`config.mk`:
```
export PLATFORM = sky130hd
export DESIGN_NAME = dual_dac_ctrl
export DESIGN_NICKNAME = d
export VERILOG_FILES = /design/src/rtl/dacif_pkg.sv /design/src/rtl/dacif_sync.sv /design/src/rtl/dacif_shifter.sv /design/src/rtl/dacif_chan.sv /design/src/rtl/dacif_ctrl.sv /design/src/rtl/dual_dac_ctrl.sv
export SDC_FILE = /design/constraint.sdc
export NUM_CORES = 1
export LEC_CHECK = 0
export BUFFER_PORTS_ARGS = -buffer_cell sky130_fd_sc_hd__buf_2
export CORE_ASPECT_RATIO = 0.5
export CORE_UTILIZATION = 63
export CTS_BUF_LIST = sky130_fd_sc_hd__clkbuf_16
export CTS_CLUSTER_SIZE = 12
export DETAILED_ROUTE_END_ITERATION = 16
export GPL_TIMING_DRIVEN = 0
export PLACE_DENSITY = 0.79
export SETUP_SLACK_MARGIN = 0.5
export SYNTH_ARGS = -nofsm -noshare
export SYNTH_HDL_FRONTEND = slang
export SYNTH_SLANG_ARGS = --single-unit
```
`constraint.sdc`:
```
create_clock -name clk -period 2.77 [get_ports clk]
set_clock_uncertainty 0.2 [all_clocks]
set_input_delay 0.277 -clock clk [delete_from_list [all_inputs] [get_ports clk]]
set_output_delay 0.277 -clock clk [all_outputs]
set_load 0.1 [all_outputs]
```
`src/rtl/dacif_pkg.sv`:
```
package dacif_pkg;

  // Control field values of a command word.
  typedef enum logic [3:0] {
    CMD_NOP      = 4'h0,
    CMD_LD_A     = 4'h1,
    CMD_LD_B     = 4'h2,
    CMD_LD_BOTH  = 4'h3,
    CMD_XFER     = 4'h8,
    CMD_AUX      = 4'h9,
    CMD_SLEEP    = 4'hA,
    CMD_EDGE_FALL = 4'hB,
    CMD_EDGE_RISE = 4'hC
  } cmd_e;

  localparam int unsigned CTRL_W = 4;
  localparam int unsigned NUM_CH = 2;

endpackage

```
`src/rtl/dacif_sync.sv`:
```
module dacif_sync #(
  parameter int unsigned W       = 1,
  parameter int unsigned STAGES  = 2,
  parameter logic [W-1:0] RST_VAL = '0
) (
  input  logic         clk,
  input  logic         rst,
  input  logic [W-1:0] d,
  output logic [W-1:0] q
);

  logic [W-1:0] stage_q [STAGES];

  always_ff @(posedge clk) begin
    if (rst) begin
      for (int s = 0; s < STAGES; s++) stage_q[s] <= RST_VAL;
    end else begin
      stage_q[0] <= d;
      for (int s = 1; s < STAGES; s++) stage_q[s] <= stage_q[s-1];
    end
  end

  assign q = stage_q[STAGES-1];

endmodule

```
`src/rtl/dacif_shifter.sv`:
```
module dacif_shifter #(
  parameter int unsigned WORD_W = 16
) (
  input  logic              clk,
  input  logic              rst,
  input  logic              sel_s,
  input  logic              sck_s,
  input  logic              sdi_s,
  input  logic              rise_mode,
  output logic              sdo,
  output logic              word_valid,
  output logic [WORD_W-1:0] word
);

  localparam int unsigned CNT_W = $clog2(WORD_W + 2);
  localparam logic [CNT_W-1:0] CNT_FULL = CNT_W'(WORD_W);
  localparam logic [CNT_W-1:0] CNT_SAT  = CNT_W'(WORD_W + 1);

  logic              sck_prev, sel_prev;
  logic              sck_rise, sck_fall, sel_rise, sel_fall;
  logic [WORD_W-1:0] sr_q;
  logic [CNT_W-1:0]  cnt_q;

  assign sck_rise = sck_s & ~sck_prev & ~sel_s;
  assign sck_fall = ~sck_s & sck_prev & ~sel_s;
  assign sel_rise = sel_s & ~sel_prev;
  assign sel_fall = ~sel_s & sel_prev;

  always_ff @(posedge clk) begin
    if (rst) begin
      sck_prev   <= 1'b0;
      sel_prev   <= 1'b1;
      sr_q       <= '0;
      cnt_q      <= '0;
      sdo        <= 1'b0;
      word_valid <= 1'b0;
      word       <= '0;
    end else begin
      sck_prev   <= sck_s;
      sel_prev   <= sel_s;
      word_valid <= 1'b0;
      if (sel_fall) cnt_q <= '0;
      if (sck_rise) begin
        sr_q <= {sr_q[WORD_W-2:0], sdi_s};
        if (cnt_q != CNT_SAT) cnt_q <= cnt_q + 1'b1;
        if (rise_mode) sdo <= sr_q[WORD_W-2];
      end
      if (sck_fall && !rise_mode) sdo <= sr_q[WORD_W-1];
      if (sel_rise && cnt_q == CNT_FULL) begin
        word_valid <= 1'b1;
        word       <= sr_q;
      end
    end
  end

endmodule

```
`src/rtl/dacif_chan.sv`:
```
module dacif_chan #(
  parameter int unsigned DATA_W = 12
) (
  input  logic              clk,
  input  logic              rst,
  input  logic              load,
  input  logic              xfer,
  input  logic              sleep_n,
  input  logic [DATA_W-1:0] data,
  output logic [DATA_W-1:0] code
);

  logic [DATA_W-1:0] stage_q, out_q, stage_n, out_n;

  always_comb begin
    stage_n = load ? data : stage_q;
    out_n   = xfer ? stage_n : out_q;
  end

  always_ff @(posedge clk) begin
    if (rst) begin
      stage_q <= '0;
      out_q   <= '0;
      code    <= '0;
    end else begin
      stage_q <= stage_n;
      out_q   <= out_n;
      code    <= sleep_n ? '0 : out_n;
    end
  end

endmodule

```
`src/rtl/dacif_ctrl.sv`:
```
module dacif_ctrl
  import dacif_pkg::*;
#(
  parameter int unsigned DATA_W = 12,
  localparam int unsigned WORD_W = CTRL_W + DATA_W
) (
  input  logic                          clk,
  input  logic                          rst,
  input  logic                          word_valid,
  input  logic [WORD_W-1:0]             word,
  input  logic                          lock_s,
  output logic [NUM_CH-1:0][DATA_W-1:0] codes,
  output logic                          sleep_q,
  output logic                          aux_q,
  output logic                          rise_mode_q
);

  logic              lock_prev, lock_fall;
  logic [NUM_CH-1:0] load;
  logic              xfer, sleep_n, aux_n, rise_n;
  logic [CTRL_W-1:0] ctrl;
  logic [DATA_W-1:0] payload;

  assign ctrl      = word[WORD_W-1 -: CTRL_W];
  assign payload   = word[DATA_W-1:0];
  assign lock_fall = lock_prev & ~lock_s;

  always_comb begin
    load    = '0;
    xfer    = 1'b0;
    sleep_n = sleep_q;
    aux_n   = aux_q;
    rise_n  = rise_mode_q;
    if (lock_fall && sleep_q) sleep_n = 1'b0;
    if (word_valid) begin
      case (ctrl)
        CMD_LD_A:      load[0] = 1'b1;
        CMD_LD_B:      load[1] = 1'b1;
        CMD_LD_BOTH: begin
          load = '1;
          xfer = 1'b1;
        end
        CMD_XFER:      xfer = 1'b1;
        CMD_AUX:       aux_n = payload[0];
        CMD_SLEEP:     if (lock_s) sleep_n = 1'b1;
        CMD_EDGE_FALL: rise_n = 1'b0;
        CMD_EDGE_RISE: rise_n = 1'b1;
        default: ;
      endcase
    end
  end

  always_ff @(posedge clk) begin
    if (rst) begin
      lock_prev   <= 1'b1;
      sleep_q     <= 1'b0;
      aux_q       <= 1'b0;
      rise_mode_q <= 1'b0;
    end else begin
      lock_prev   <= lock_s;
      sleep_q     <= sleep_n;
      aux_q       <= aux_n;
      rise_mode_q <= rise_n;
    end
  end

  for (genvar c = 0; c < NUM_CH; c++) begin : g_ch
    dacif_chan #(.DATA_W(DATA_W)) i_chan (
      .clk     (clk),
      .rst     (rst),
      .load    (load[c]),
      .xfer    (xfer),
      .sleep_n (sleep_n),
      .data    (payload),
      .code    (codes[c])
    );
  end

endmodule

```
`src/rtl/dual_dac_ctrl.sv`:
```
module dual_dac_ctrl
  import dacif_pkg::*;
#(
  parameter int unsigned DATA_W      = 12,
  parameter int unsigned SYNC_STAGES = 2
) (
  input  logic              clk,
  input  logic              rst,
  input  logic              ser_sel_n,
  input  logic              ser_clk,
  input  logic              ser_in,
  input  logic              lock_n,
  output logic              ser_out,
  output logic [DATA_W-1:0] code_a,
  output logic [DATA_W-1:0] code_b,
  output logic              shutdown,
  output logic              aux_out
);

  localparam int unsigned WORD_W = CTRL_W + DATA_W;

  logic                          cs_s, sck_s, sdi_s, lock_s;
  logic                          word_valid, rise_mode;
  logic [WORD_W-1:0]             word;
  logic [NUM_CH-1:0][DATA_W-1:0] codes;

  dacif_sync #(.W(4), .STAGES(SYNC_STAGES), .RST_VAL(4'b1001)) i_sync (
    .clk (clk),
    .rst (rst),
    .d   ({ser_sel_n, ser_clk, ser_in, lock_n}),
    .q   ({cs_s, sck_s, sdi_s, lock_s})
  );

  dacif_shifter #(.WORD_W(WORD_W)) i_shift (
    .clk        (clk),
    .rst        (rst),
    .sel_s      (cs_s),
    .sck_s      (sck_s),
    .sdi_s      (sdi_s),
    .rise_mode  (rise_mode),
    .sdo        (ser_out),
    .word_valid (word_valid),
    .word       (word)
  );

  dacif_ctrl #(.DATA_W(DATA_W)) i_ctrl (
    .clk         (clk),
    .rst         (rst),
    .word_valid  (word_valid),
    .word        (word),
    .lock_s      (lock_s),
    .codes       (codes),
    .sleep_q     (shutdown),
    .aux_q       (aux_out),
    .rise_mode_q (rise_mode)
  );

  assign code_a = codes[0];
  assign code_b = codes[1];

endmodule

```
# After elaboration in Yosys (flattened, before gate mapping)

Memory sizes are Yosys's and may differ from the RTL's.
Index checks and enable logic that the tools add are counted.

Register bits: 117
Bits in latches: 0
Bits in writable memories: 8
ROM bits: 0
Input port bits: 6
Output and inout bits: 27
Word-level logic and storage cells: 83
Memories: 1

$add $sub $neg: 1
$mul: 0
Divide/modulo/power cells: 0
$lt $le $gt $ge: 0
Equality and inequality tests: 10
Shift operators: 0
Multiplexer cells: 26
Bitwise gates (word level): 14
Reduce and logical (&&, ||, !) cells: 14

Memory list:

| name           | depth | width | rd ports | clocked after memory_dff | wr ports | line             | source |
|---|---|---|---|---|---|---|---|
| i_sync.stage_q | 2     | 4     | 2        | 0                        | 2        | dacif_sync.sv:12 | `logic [W-1:0] stage_q [STAGES];` |

Operators by type and width:

| operator                                                        | number |
|---|---|
| 12-bit two-way mux                                              | 4 |
| 4-bit == test, second input constant                            | 5 |
| 1-bit two-way mux                                               | 15 |
| 5-bit two-way mux                                               | 3 |
| 4-bit by 2-bit == test with 1-bit output, second input constant | 2 |
| 4-bit two-way mux                                               | 2 |
| 2-bit OR reduction                                              | 4 |
| 1-bit bitwise AND                                               | 7 |
| 2-bit AND reduction                                             | 3 |
| 2-bit nonzero test                                              | 3 |
| 5-bit by 1-bit adder with 5-bit output, second input constant   | 1 |
| 5-bit == test, second input constant                            | 1 |
| 5-bit inequality test, second input constant                    | 1 |
| 1-bit inverter                                                  | 5 |
| 4-bit by 1-bit == test with 1-bit output, second input constant | 1 |
| 1-bit logical AND                                               | 3 |
| 2-bit two-way mux                                               | 1 |
| 1-bit bitwise OR                                                | 2 |
| 1-bit case mux with 2 select lines                              | 1 |
| 1-bit logical NOT                                               | 1 |

# Logic depth before layout (Yosys ltp)

Gate-level depths: netlist of run 1.

Depth after elaboration: 8
Depth in mapped cells: 7
Gate-level depth less buffers: 5

# Modules after synthesis

Synthesis of run 1 repeated with hierarchy kept, for this count alone.

Cells, all modules: 462
Area total of the unflattened synthesis: 4480.5 sq um

Modules (own cells, without submodules):

| module        | instances | cells each | area each (sq um) | seq. area each (sq um) |
|---|---|---|---|---|
| dacif_chan    | 2         | 106        | 1172.4            | 720.7 |
| dacif_shifter | 1         | 204        | 1681.6            | 820.8 |
| dacif_sync    | 1         | 20         | 240.2             | 160.2 |
| dacif_ctrl    | 1         | 26         | 214.0             | 80.1 |

# Least setup slack after synthesis of run 1

Ideal clock, no wire load.

Path type: register to register
Start: register i_ctrl.sleep_q
End: register i_ctrl.g_ch[0].i_chan.code[0]
Library setup time: 121 ps
Arrival time: 1602 ps
Required time: 2449 ps
Slack: 847 ps
Cell stages (with the launch flop): 4
Buffers on the path: 1
Clock period less this slack: 1923 ps
Cells stage by stage: dfxtp_1 a221o_1 buf_2 nor3_1

Longest elaborated chain between the ends: 6

Ends and longest elaborated chain:

| item                           | line             | source |
|---|---|---|
| start, declared                | dacif_ctrl.sv:13 | `output logic sleep_q,` |
| start signal, assigned         | dacif_ctrl.sv:61 | `sleep_q <= sleep_n;` |
| 1-bit logical AND              | dacif_ctrl.sv:34 | `if (lock_fall && sleep_q) sleep_n = 1'b0;` |
| 1-bit two-way mux *            | dacif_ctrl.sv:34 |  |
| 1-bit two-way mux              | dacif_ctrl.sv:45 | `CMD_SLEEP: if (lock_s) sleep_n = 1'b1;` |
| 1-bit two-way mux              | dacif_ctrl.sv:36 | `case (ctrl)` |
| 1-bit two-way mux *            | dacif_ctrl.sv:35 | `if (word_valid) begin` |
| 2-bit OR reduction (no line) * | --               |  |
| end signal, assigned           | dacif_chan.sv:28 | `code <= sleep_n ? '0 : out_n;` |
| end, declared                  | dacif_chan.sv:10 | `output logic [DATA_W-1:0] code` |

Every way passes the cells marked *; elsewhere a longest branch is shown, timed or not.
A chain may end at the register's enable or synchronous reset.

# Worst setup path in the final report of run 1

Start: register i_shift.word[15]
End: register i_ctrl.g_ch[1].i_chan.code[0]

Longest elaborated chain between the ends: 6
Elaborated cells between the ends (all ways): 15
Classes of those cells: 4 x eq/ne; 8 x mux; 3 x reduce/logical

Ends and longest elaborated chain:

| item                                     | line                | source |
|---|---|---|
| start, declared                          | dacif_shifter.sv:12 | `output logic [WORD_W-1:0] word` |
| start signal, assigned                   | dacif_shifter.sv:51 | `word <= sr_q;` |
| 4-bit by 2-bit == test with 1-bit output | dacif_ctrl.sv:36    |  |
| 2-bit OR reduction (no line)             | --                  |  |
| 1-bit two-way mux                        | dacif_ctrl.sv:36    |  |
| 2-bit two-way mux                        | dacif_ctrl.sv:35    |  |
| 12-bit two-way mux                       | dacif_chan.sv:16    | `stage_n = load ? data : stage_q;` |
| 12-bit two-way mux                       | dacif_chan.sv:17    | `out_n = xfer ? stage_n : out_q;` |
| end signal, assigned                     | dacif_chan.sv:28    |  |
| end, declared                            | dacif_chan.sv:10    |  |

Several ways; a longest one is shown, not always the timed one.

==> results of run 1 <==
-- flip-flops by register name, indices dropped and copies added (netlist names) --
register	count
i_shift.word_valid	1
i_shift.sr_q	16
i_shift.cnt_q	5
i_sync.stage_q	8
i_ctrl.aux_q	1
i_ctrl.sleep_q	1
i_shift.sck_prev	1
i_shift.word	16
i_ctrl.g_ch.i_chan.stage_q	24
i_ctrl.g_ch.i_chan.out_q	24
i_ctrl.lock_prev	1
i_ctrl.g_ch.i_chan.code	24
i_shift.sel_prev	1
i_shift.sdo	1
i_ctrl.rise_mode_q	1
-- path summary, 6_finish.rpt --
kind                            cells past startpoint  slack [ns]                                       end                             from
worst max-delay path                                6        0.77  i_ctrl.g_ch[1].i_chan.code[0]$_SDFF_PP0_    i_shift.word[15]$_SDFFE_PP0P_
worst min register to register                      1        0.21           i_sync.stage_q[0][7]$_SDFF_PP1_  i_sync.stage_q[0][3]$_SDFF_PP1_
worst max register to register                      6        0.77  i_ctrl.g_ch[1].i_chan.code[0]$_SDFF_PP0_    i_shift.word[15]$_SDFFE_PP0P_
worst min-delay path                                3        0.19           i_sync.stage_q[0][6]$_SDFF_PP0_                              rst
-- area by class of cell --
class	count	area share, %
timing repair buffer	36	3.868
multi-input combinational	320	32.70
clock buffer	17	8.219
inverter	2	0.1450
tap	88	2.127
buffer	31	2.901
clock inverter	13	1.692
sequential	125	48.34
-- worst register-to-register path, cell delays in order, from the launching register on --
cell,delay [ns]
dfxtp_1,0.31
buf_2,0.18
nor3b_2,0.30
o21a_1,0.34
buf_4,0.25
nor2_1,0.07
nor3_1,0.26
-- layer usage --
| metal | wire length, um | up-vias | global-route usage [%] | part of all wire, % |
|---|---|---|---|---|
| met2 | 4738 | 123 | 49.79 | 46 |
| met5 | 0 | - | 0 | 0 |
| met1 | 4564 | 1688 | 36.91 | 44 |
| li1 | - | 1757 | - | - |
| met3 | 791 | 29 | 10.90 | 7.7 |
| met4 | 236 | 0 | 15.36 | 2.3 |
-- cells in the final DEF (no fill, tap or decap), types with 3 or more instances in the layout --
cell             n
nand2b_1         4
o22ai_1         20
nand2_1         84
ha_1             3
or2_2            6
nor2_1          52
buf_2           44
clkinv_1         4
a21oi_1         44
nor3_1          42
clkbuf_1        14
clkinv_2         3
dfxtp_1        125
dlygate4sd3_1    4
buf_4            3
inv_1            5
nor2b_1          7
mux2i_1         18
nand4_1          3
clkbuf_16       17
nand3b_1         6
nor4_1           8
-- cells by family after synthesis --
kind of cell | share of synthesized area [%]
buffers and inverters | 3.622
multiplexers | 4.139
AO/OA/AOI/OAI | 9.313
flip-flops | 57.49
adder cells (fa/ha/maj) | 0.8624
AND/OR/NAND/NOR | 24.37
XOR/XNOR | 0.2012
-- where the power goes --
part | switching, W | internal, W | leakage, nW
logic | 0.0000423 | 0.0000184 | 0.801
clock network | 0.000742 | 0.00119 | 0.262
registers | 0.00000416 | 0.00181 | 1.01
-- metrics by stage --
stage / util (%) / std cells / setup slack [ns] / area (um2) / total power [W]
2_1_floorplan: - / 478 / 0.8474 / 4353 / 0.001882
3_3_place_gp: 72.74 / 598 / 0.8515 / 4623 / 0.001902
3_5_place_dp: 72.74 / 598 / 0.8705 / 4623 / 0.001902
4_1_cts: 81.44 / 632 / 0.7465 / 5176 / 0.003810
5_1_grt: 81.44 / 632 / 0.6736 / 5176 / 0.003899
6_report: 81.44 / 632 / 0.7702 / 5176 / 0.003804
==> results.py, run 1 <==
metrics = {
    "die": {
        "start_util_pct": 68.48,
        "fp.dieArea_um2": 7266,
        "num_rows": 20,
        "die-height_um": 60.78,
        "die_width_um": 119.6,
        "ios": 33,
        "coreArea_um2": 6356,
    },
    "logic_synthesis": {
        "synth_cell_type_count": 37,
        "netlist_top_cells_count": "dfxtp_1 (125), nand2_1 (84), nor2_1 (52)",
        "ys_top_cells_by_area": "dfxtp_1 (57%), nand2_1 (7.2%), a21oi_1 (5.1%)",
        "ys_ff_latch": 125,
        "synth-seq-area-share_pct": 57.49,
        "synth_cells": 478,
        "synth_area_um2": 4353,
        "async_reset_ff_share_pct": 0,
        "synth_top_area_share_pct": 57.49,
        "synth_fp_nets": 487,
        "ys.warnings.count": 0,
        "synth_area_leader_cell": "dfxtp_1",
        "synth_edf_count": 0,
        "synth-main-ff-cell": "dfxtp_1",
        "syn_area_per_cell_um2": 9.107,
        "synth_most_common_cell": "dfxtp_1",
    },
    "critical_path": {
        "critPathBufInv": 2,
        "crit_fanout": 10,
        "path_class": "reg -> reg",
        "critPathTopFamily": "simple AND/OR/NAND/NOR gates",
        "worstSetupStartpointType": "flop",
        "critical_path.max_stage_delay_ns": 0.34,
        "worst_setup_path_end_kind": "flop",
        "cp.required_ns": 2.88,
        "cp.arrival_ns": 2.11,
        "critical_path.slowest_cell": "o21a_1",
        "crit_chain": "buf_2 -> nor3b_2 -> o21a_1 -> buf_4 -> nor2_1 -> nor3_1",
    },
    "finish": {
        "fill_cells": 424,
        "final_layout_size_suffix_gt1_share_pct": 14.89,
        "nets": 542,
        "seqCellArea_um2": 2502,
        "multi_input_area_um2": 1693,
        "syn_to_final_growth_pct": 18.91,
        "n_antenna_cell": 0,
    },
    "cts": {
        "cts_sinks": 125,
        "cts-root-buf": "clkbuf_16",
        "clock_path_buffers": 2,
        "cts-resized-gates": 0,
        "cts_buffers": 17,
        "post_cts_buffers": 0,
        "htreeDepth": 4,
        "clock_latency_ns": 0.41,
        "holdBufCountCts": 4,
        "path_clk_slew_ns": 0.05,
        "cts_tree": "done",
    },
    "drt": {
        "drt_iter0_markers": 249,
        "ant_nets": 0,
        "drc": 0,
        "viasPerCell": 5.691,
        "vias": 3597,
        "wl_per_cell_um": 16.34,
        "first_pass_iters": 5,
        "totalWireLength_um": 10330,
    },
    "power_and_ir_drop": {
        "leakagePower_nw": 2.071,
        "vdd_drop_max_mv": 0.5295,
        "power.density_nw_per_um2": 734.9,
    },
    "min_path": {
        "hold_class": "in -> reg",
    },
    "outcome": {
        "status": "completed",
    },
    "sta": {
        "relSlewSlack_pct": 60.08,
        "tns_ns": 0,
        "timing.final.crit_period_ns": 2.000,
        "whs_ns": 0.1926,
        "period_share_pct": 72.20,
        "max_freq_mhz": 500.0,
        "drv_slew": 0,
        "finalSetupViolations": 0,
        "hold_violations": 0,
        "tightest_slew_ns": 0.5987,
        "rsz0062_at_grt": "false",
    },
    "global_routing": {
        "grt_max_degree": 17,
        "grt_usage_pct": 30.51,
        "gr-total-overflow": 0,
        "grt_pass1_vias": 3279,
        "grt_pass1_wl_um": 16150,
        "antenna_found_initial": 0,
    },
    "job": {
        "maxCapViolations": 0,
    },
    "placement": {
        "detailed_place_hpwl_um": 6249,
        "placement.io_buffers": 32,
        "place.gp.congestion": 0.8893,
    },
}
(Power assumes the default switching activity.)
==> run 2, diff against run 1 <==
- CORE_UTILIZATION: 63 -> 58
- PLACE_DENSITY: 0.79 -> 0.73
- clock period: 2.77 -> 1.9 ns (I/O delays scaled with it)
==> run 2 against run 1 <==
Compared with the run above:
- the flow now stops in global routing (5_1_grt)
- area after synthesis is the same
- synthesized cell count did not move
==> results.py, run 2 <==
metrics = {
    "outcome": {
        "status": "did not finish",
        "failing_step": "global routing (5_1_grt)",
        "error": "[ERROR DPL-0038] Utilization greater than 100%, impossible to legalize",
    },
    "logic_synthesis": {
        "synth-main-ff-cell": "dfxtp_1",
        "synth_most_common_cell": "dfxtp_1",
        "ys_top_cells_by_area": "dfxtp_1 (57%), nand2_1 (7.2%), a21oi_1 (5.1%)",
        "synth_top_area_share_pct": 57.49,
        "synth_area_leader_cell": "dfxtp_1",
        "synth_fp_nets": 487,
        "synth_cell_type_count": 37,
        "synth_cells": 478,
        "ys_ff_latch": 125,
        "synth_edf_count": 0,
        "synth-seq-area-share_pct": 57.49,
        "netlist_top_cells_count": "dfxtp_1 (125), nand2_1 (84), nor2_1 (52)",
        "synth_area_um2": 4353,
        "async_reset_ff_share_pct": 0,
        "ys.warnings.count": 0,
        "syn_area_per_cell_um2": 9.107,
    },
    "placement": {
        "detailed_place_hpwl_um": 6658,
        "placement.io_buffers": 32,
        "preCtsSetupSlack_ns": 0.09873,
        "place.gp.congestion": 0.8389,
        "placed_cells": 602,
    },
    "die": {
        "die_width_um": 124.5,
        "num_rows": 21,
        "die-height_um": 63.26,
        "start_util_pct": 62.52,
        "ios": 33,
    },
    "cts": {
        "cts-root-buf": "clkbuf_16",
        "cts_sinks": 125,
        "htreeDepth": 4,
        "cts_buffers": 17,
        "clock_path_buffers": 2,
    },
    "global_routing": {
        "grt_max_degree": 17,
    },
    "sta": {
        "worstEndpointType": "sequential cell input",
        "repair-timing-grt-worst-ep": "i_ctrl.g_ch[0].i_chan.out_q[6]$_SDFF_PP0_/D",
    },
}
[run 2: cell counts after synthesis]
No cell type changed its count.
[run 2: logic make-up after synthesis]
family	count (synthesis)	synth area share, %
compound gates	72	9.313
flops	125	57.49
simple gates	226	24.37
xor+xnor	1	0.2012
buf+inv	33	3.622
mux	18	4.139
fa+ha+maj	3	0.8624
[run 2: stage by stage]
step,instance area (um2),hold WS (ns)
after floorplan,4755,0.09381
after global placement,5030,0.1720
after detailed placement,5030,0.1792
after CTS,6492,0.006136
[run 2: repair_timing]
item / 4_1_cts
gates resized for setup: 132
hold buffers: 4
hold endpoints to repair: 4
setup buffers: 26
pin swaps: 55
endpoints found under the setup margin: 131
cloned: 7
==> run 3, diff against run 2 <==
- CORE_ASPECT_RATIO: 0.5 -> unset
- CORE_UTILIZATION: 58 -> 40
- CTS_BUF_LIST: sky130_fd_sc_hd__clkbuf_16 -> unset
- CTS_CLUSTER_SIZE: 12 -> unset
- PLACE_DENSITY: 0.73 -> unset
- PLACE_DENSITY_LB_ADDON: unset -> 0.15
- SETUP_SLACK_MARGIN: 0.5 -> unset
==> run 3 against run 2 <==
Compared with the run above:
- the run now ends clean
==> results.py, run 3 (synthesis gave the netlist of run 1 again) <==
metrics = {
    "die": {
        "start_util_pct": 41.79,
        "num_rows": 37,
        "ios": 33,
        "coreArea_um2": 10420,
        "fp.dieArea_um2": 11300,
        "die_width_um": 106.3,
        "die-height_um": 106.3,
    },
    "sta": {
        "tns_ns": 0,
        "layout_setup_ws_ns": 0.07456,
        "tightest_slew_ns": 0.6065,
        "timing.final.crit_period_ns": 1.825,
        "finalSetupViolations": 0,
        "max_freq_mhz": 547.8,
        "period_share_pct": 96.08,
        "hold_violations": 0,
        "drv_slew": 0,
        "relSlewSlack_pct": 59.56,
    },
    "cts": {
        "htreeDepth": 4,
        "path_clk_slew_ns": 0.06,
        "clock_latency_ns": 0.52,
        "cts-root-buf": "clkbuf_8",
        "cts_tree": "done",
        "cts_buffers": 17,
        "clock_path_buffers": 2,
        "cts_sinks": 125,
    },
    "finish": {
        "syn_to_final_growth_pct": 25.06,
        "fill_cells": 991,
        "n_antenna_cell": 0,
        "final_layout_size_suffix_gt1_share_pct": 19.01,
        "final_common_cell": "dfxtp_1",
        "seqCellArea_um2": 2504,
        "nets": 543,
        "final_cell_mix": "dfxtp_1 (124), nand2_1 (83), nor2_1 (52)",
        "final_util_pct": 52.26,
        "multi_input_area_um2": 1773,
        "top_regs": "i_ctrl.g_ch.i_chan.code: 24 flops, i_ctrl.g_ch.i_chan.out_q: 24 flops, i_ctrl.g_ch.i_chan.stage_q: 24 flops",
        "stdcell_area_um2": 5444,
    },
    "global_routing": {
        "gr-total-overflow": 0,
        "gr-usage-met1_pct": 22.85,
        "grt_pass1_vias": 3340,
        "busiest_layer": "met2",
        "grt_usage_pct": 18.14,
        "grt_max_degree": 17,
        "use_met3_pct": 4.966,
        "antenna_found_initial": 0,
        "grt_pass1_wl_um": 15830,
        "grtUsageMet2_pct": 29.36,
    },
    "drt": {
        "ant_nets": 0,
        "wl_per_cell_um": 14.03,
        "vias": 3418,
        "viasPerCell": 5.004,
        "first_pass_iters": 4,
        "drt_iter0_markers": 174,
        "drc": 0,
        "totalWireLength_um": 9584,
    },
    "critical_path": {
        "r2r_setup_slack_ns": 0.07,
        "critPathBufInv": 2,
        "crit_path_start": "i_shift.word[15]$_SDFFE_PP0P_",
        "crit_fanout": 10,
        "crit_chain": "buf_2 -> nor3b_4 -> nand2_2 -> buf_2 -> o22ai_1 -> nor3_1",
        "critical_path.slowest_cell": "dfxtp_1",
        "worstSetupPathDepth": 6,
        "path_class": "reg -> reg",
        "r2r-end": "i_ctrl.g_ch[1].i_chan.out_q[7]$_SDFF_PP0_",
        "cp.arrival_ns": 2.00,
        "critical_path.max_stage_delay_ns": 0.32,
        "r2r_cells": 6,
        "worst_setup_path_end_kind": "flop",
        "cp.required_ns": 2.07,
        "crit_top_cell": "buf_2",
        "endpoint": "i_ctrl.g_ch[1].i_chan.out_q[7]$_SDFF_PP0_",
        "critPathTopFamily": "simple AND/OR/NAND/NOR gates",
        "worstSetupStartpointType": "flop",
        "regToRegStartpoint": "i_shift.word[15]$_SDFFE_PP0P_",
    },
    "job": {
        "maxCapViolations": 0,
    },
    "outcome": {
        "status": "completed",
    },
    "placement": {
        "detailed_place_hpwl_um": 6642,
        "preCtsSetupSlack_ns": -0.008675,
        "place.gp.congestion": 0.7496,
        "placement.io_buffers": 32,
        "placed_area_um2": 4684,
    },
    "power_and_ir_drop": {
        "power.density_nw_per_um2": 1100,
        "vdd_drop_max_mv": 0.4943,
        "p_total_w": 0.005988,
        "leakagePower_nw": 2.151,
    },
    "min_path": {
        "hold_class": "in -> reg",
    },
}
run 3: what timing repair did:
action	4_1_cts	5_1_grt
hold buffers	7	0
setup endpoints to repair	11	64
pin swaps	0	1
endpoints found under the hold margin	11	0
setup buffers	0	1
resized for setup	2	18
run 3: worst register-to-register path, delay by kind of cell (launching register included):
family	cells	cell delay [ns]
AOI/OAI and AO/OA	1	0.23
buffers and inverters	2	0.43
and+or+nand+nor	3	0.49
DFF	1	0.32
run 3: area by class of cell:
type / instances / area share, %
Buffer: 28 / 2.666
Clock buffer: 19 / 8.113
Clock inverter: 13 / 3.034
Inverter: 2 / 0.1379
Multi-Input combinational cell: 320 / 32.57
Sequential cell: 125 / 45.99
Tap cell: 136 / 3.126
Timing Repair Buffer: 40 / 4.367
run 3: power breakdown:
| group | internal, W | switching (W) | leakage, nW |
|---|---|---|---|
| clock network | 0.00207 | 0.00118 | 0.298 |
| registers | 0.00263 | 0.00000626 | 1.01 |
| logic | 0.0000319 | 0.0000607 | 0.844 |
| total | 0.00474 | 0.00125 | 2.15 |
run 3: how the worst min path moves through the flow:
| stage | slack [ns] | start | cells past startpoint | end |
|---|---|---|---|---|
| 6_report | 0.19 | lock_n | 3 | i_sync.stage_q[0][0]$_SDFF_PP1_ |
| 5_1_grt | 0.20 | lock_n | 3 | i_sync.stage_q[0][0]$_SDFF_PP1_ |
| 2_1_floorplan | 0.09 | lock_n | 1 | i_sync.stage_q[0][0]$_SDFF_PP1_ |
| 3_3_place_gp | 0.17 | lock_n | 2 | i_sync.stage_q[0][0]$_SDFF_PP1_ |
| 3_5_place_dp | 0.18 | lock_n | 2 | i_sync.stage_q[0][0]$_SDFF_PP1_ |
| 4_1_cts | 0.17 | lock_n | 3 | i_sync.stage_q[0][0]$_SDFF_PP1_ |
run 3: metrics by stage:
stage / cells / hold slack (ns)
after global routing: 683 / 0.2027
after global placement: 646 / 0.1717
after floorplan: 478 / 0.09381
after detailed placement: 646 / 0.1769
after CTS: 685 / 0.1744
final: 683 / 0.1919
run 3: per-layer routing:
metal	share of wire, %	wire length [um]
met5	0	0
met4	1.3	126
met3	3.9	374
met2	46	4451
met1	48	4631
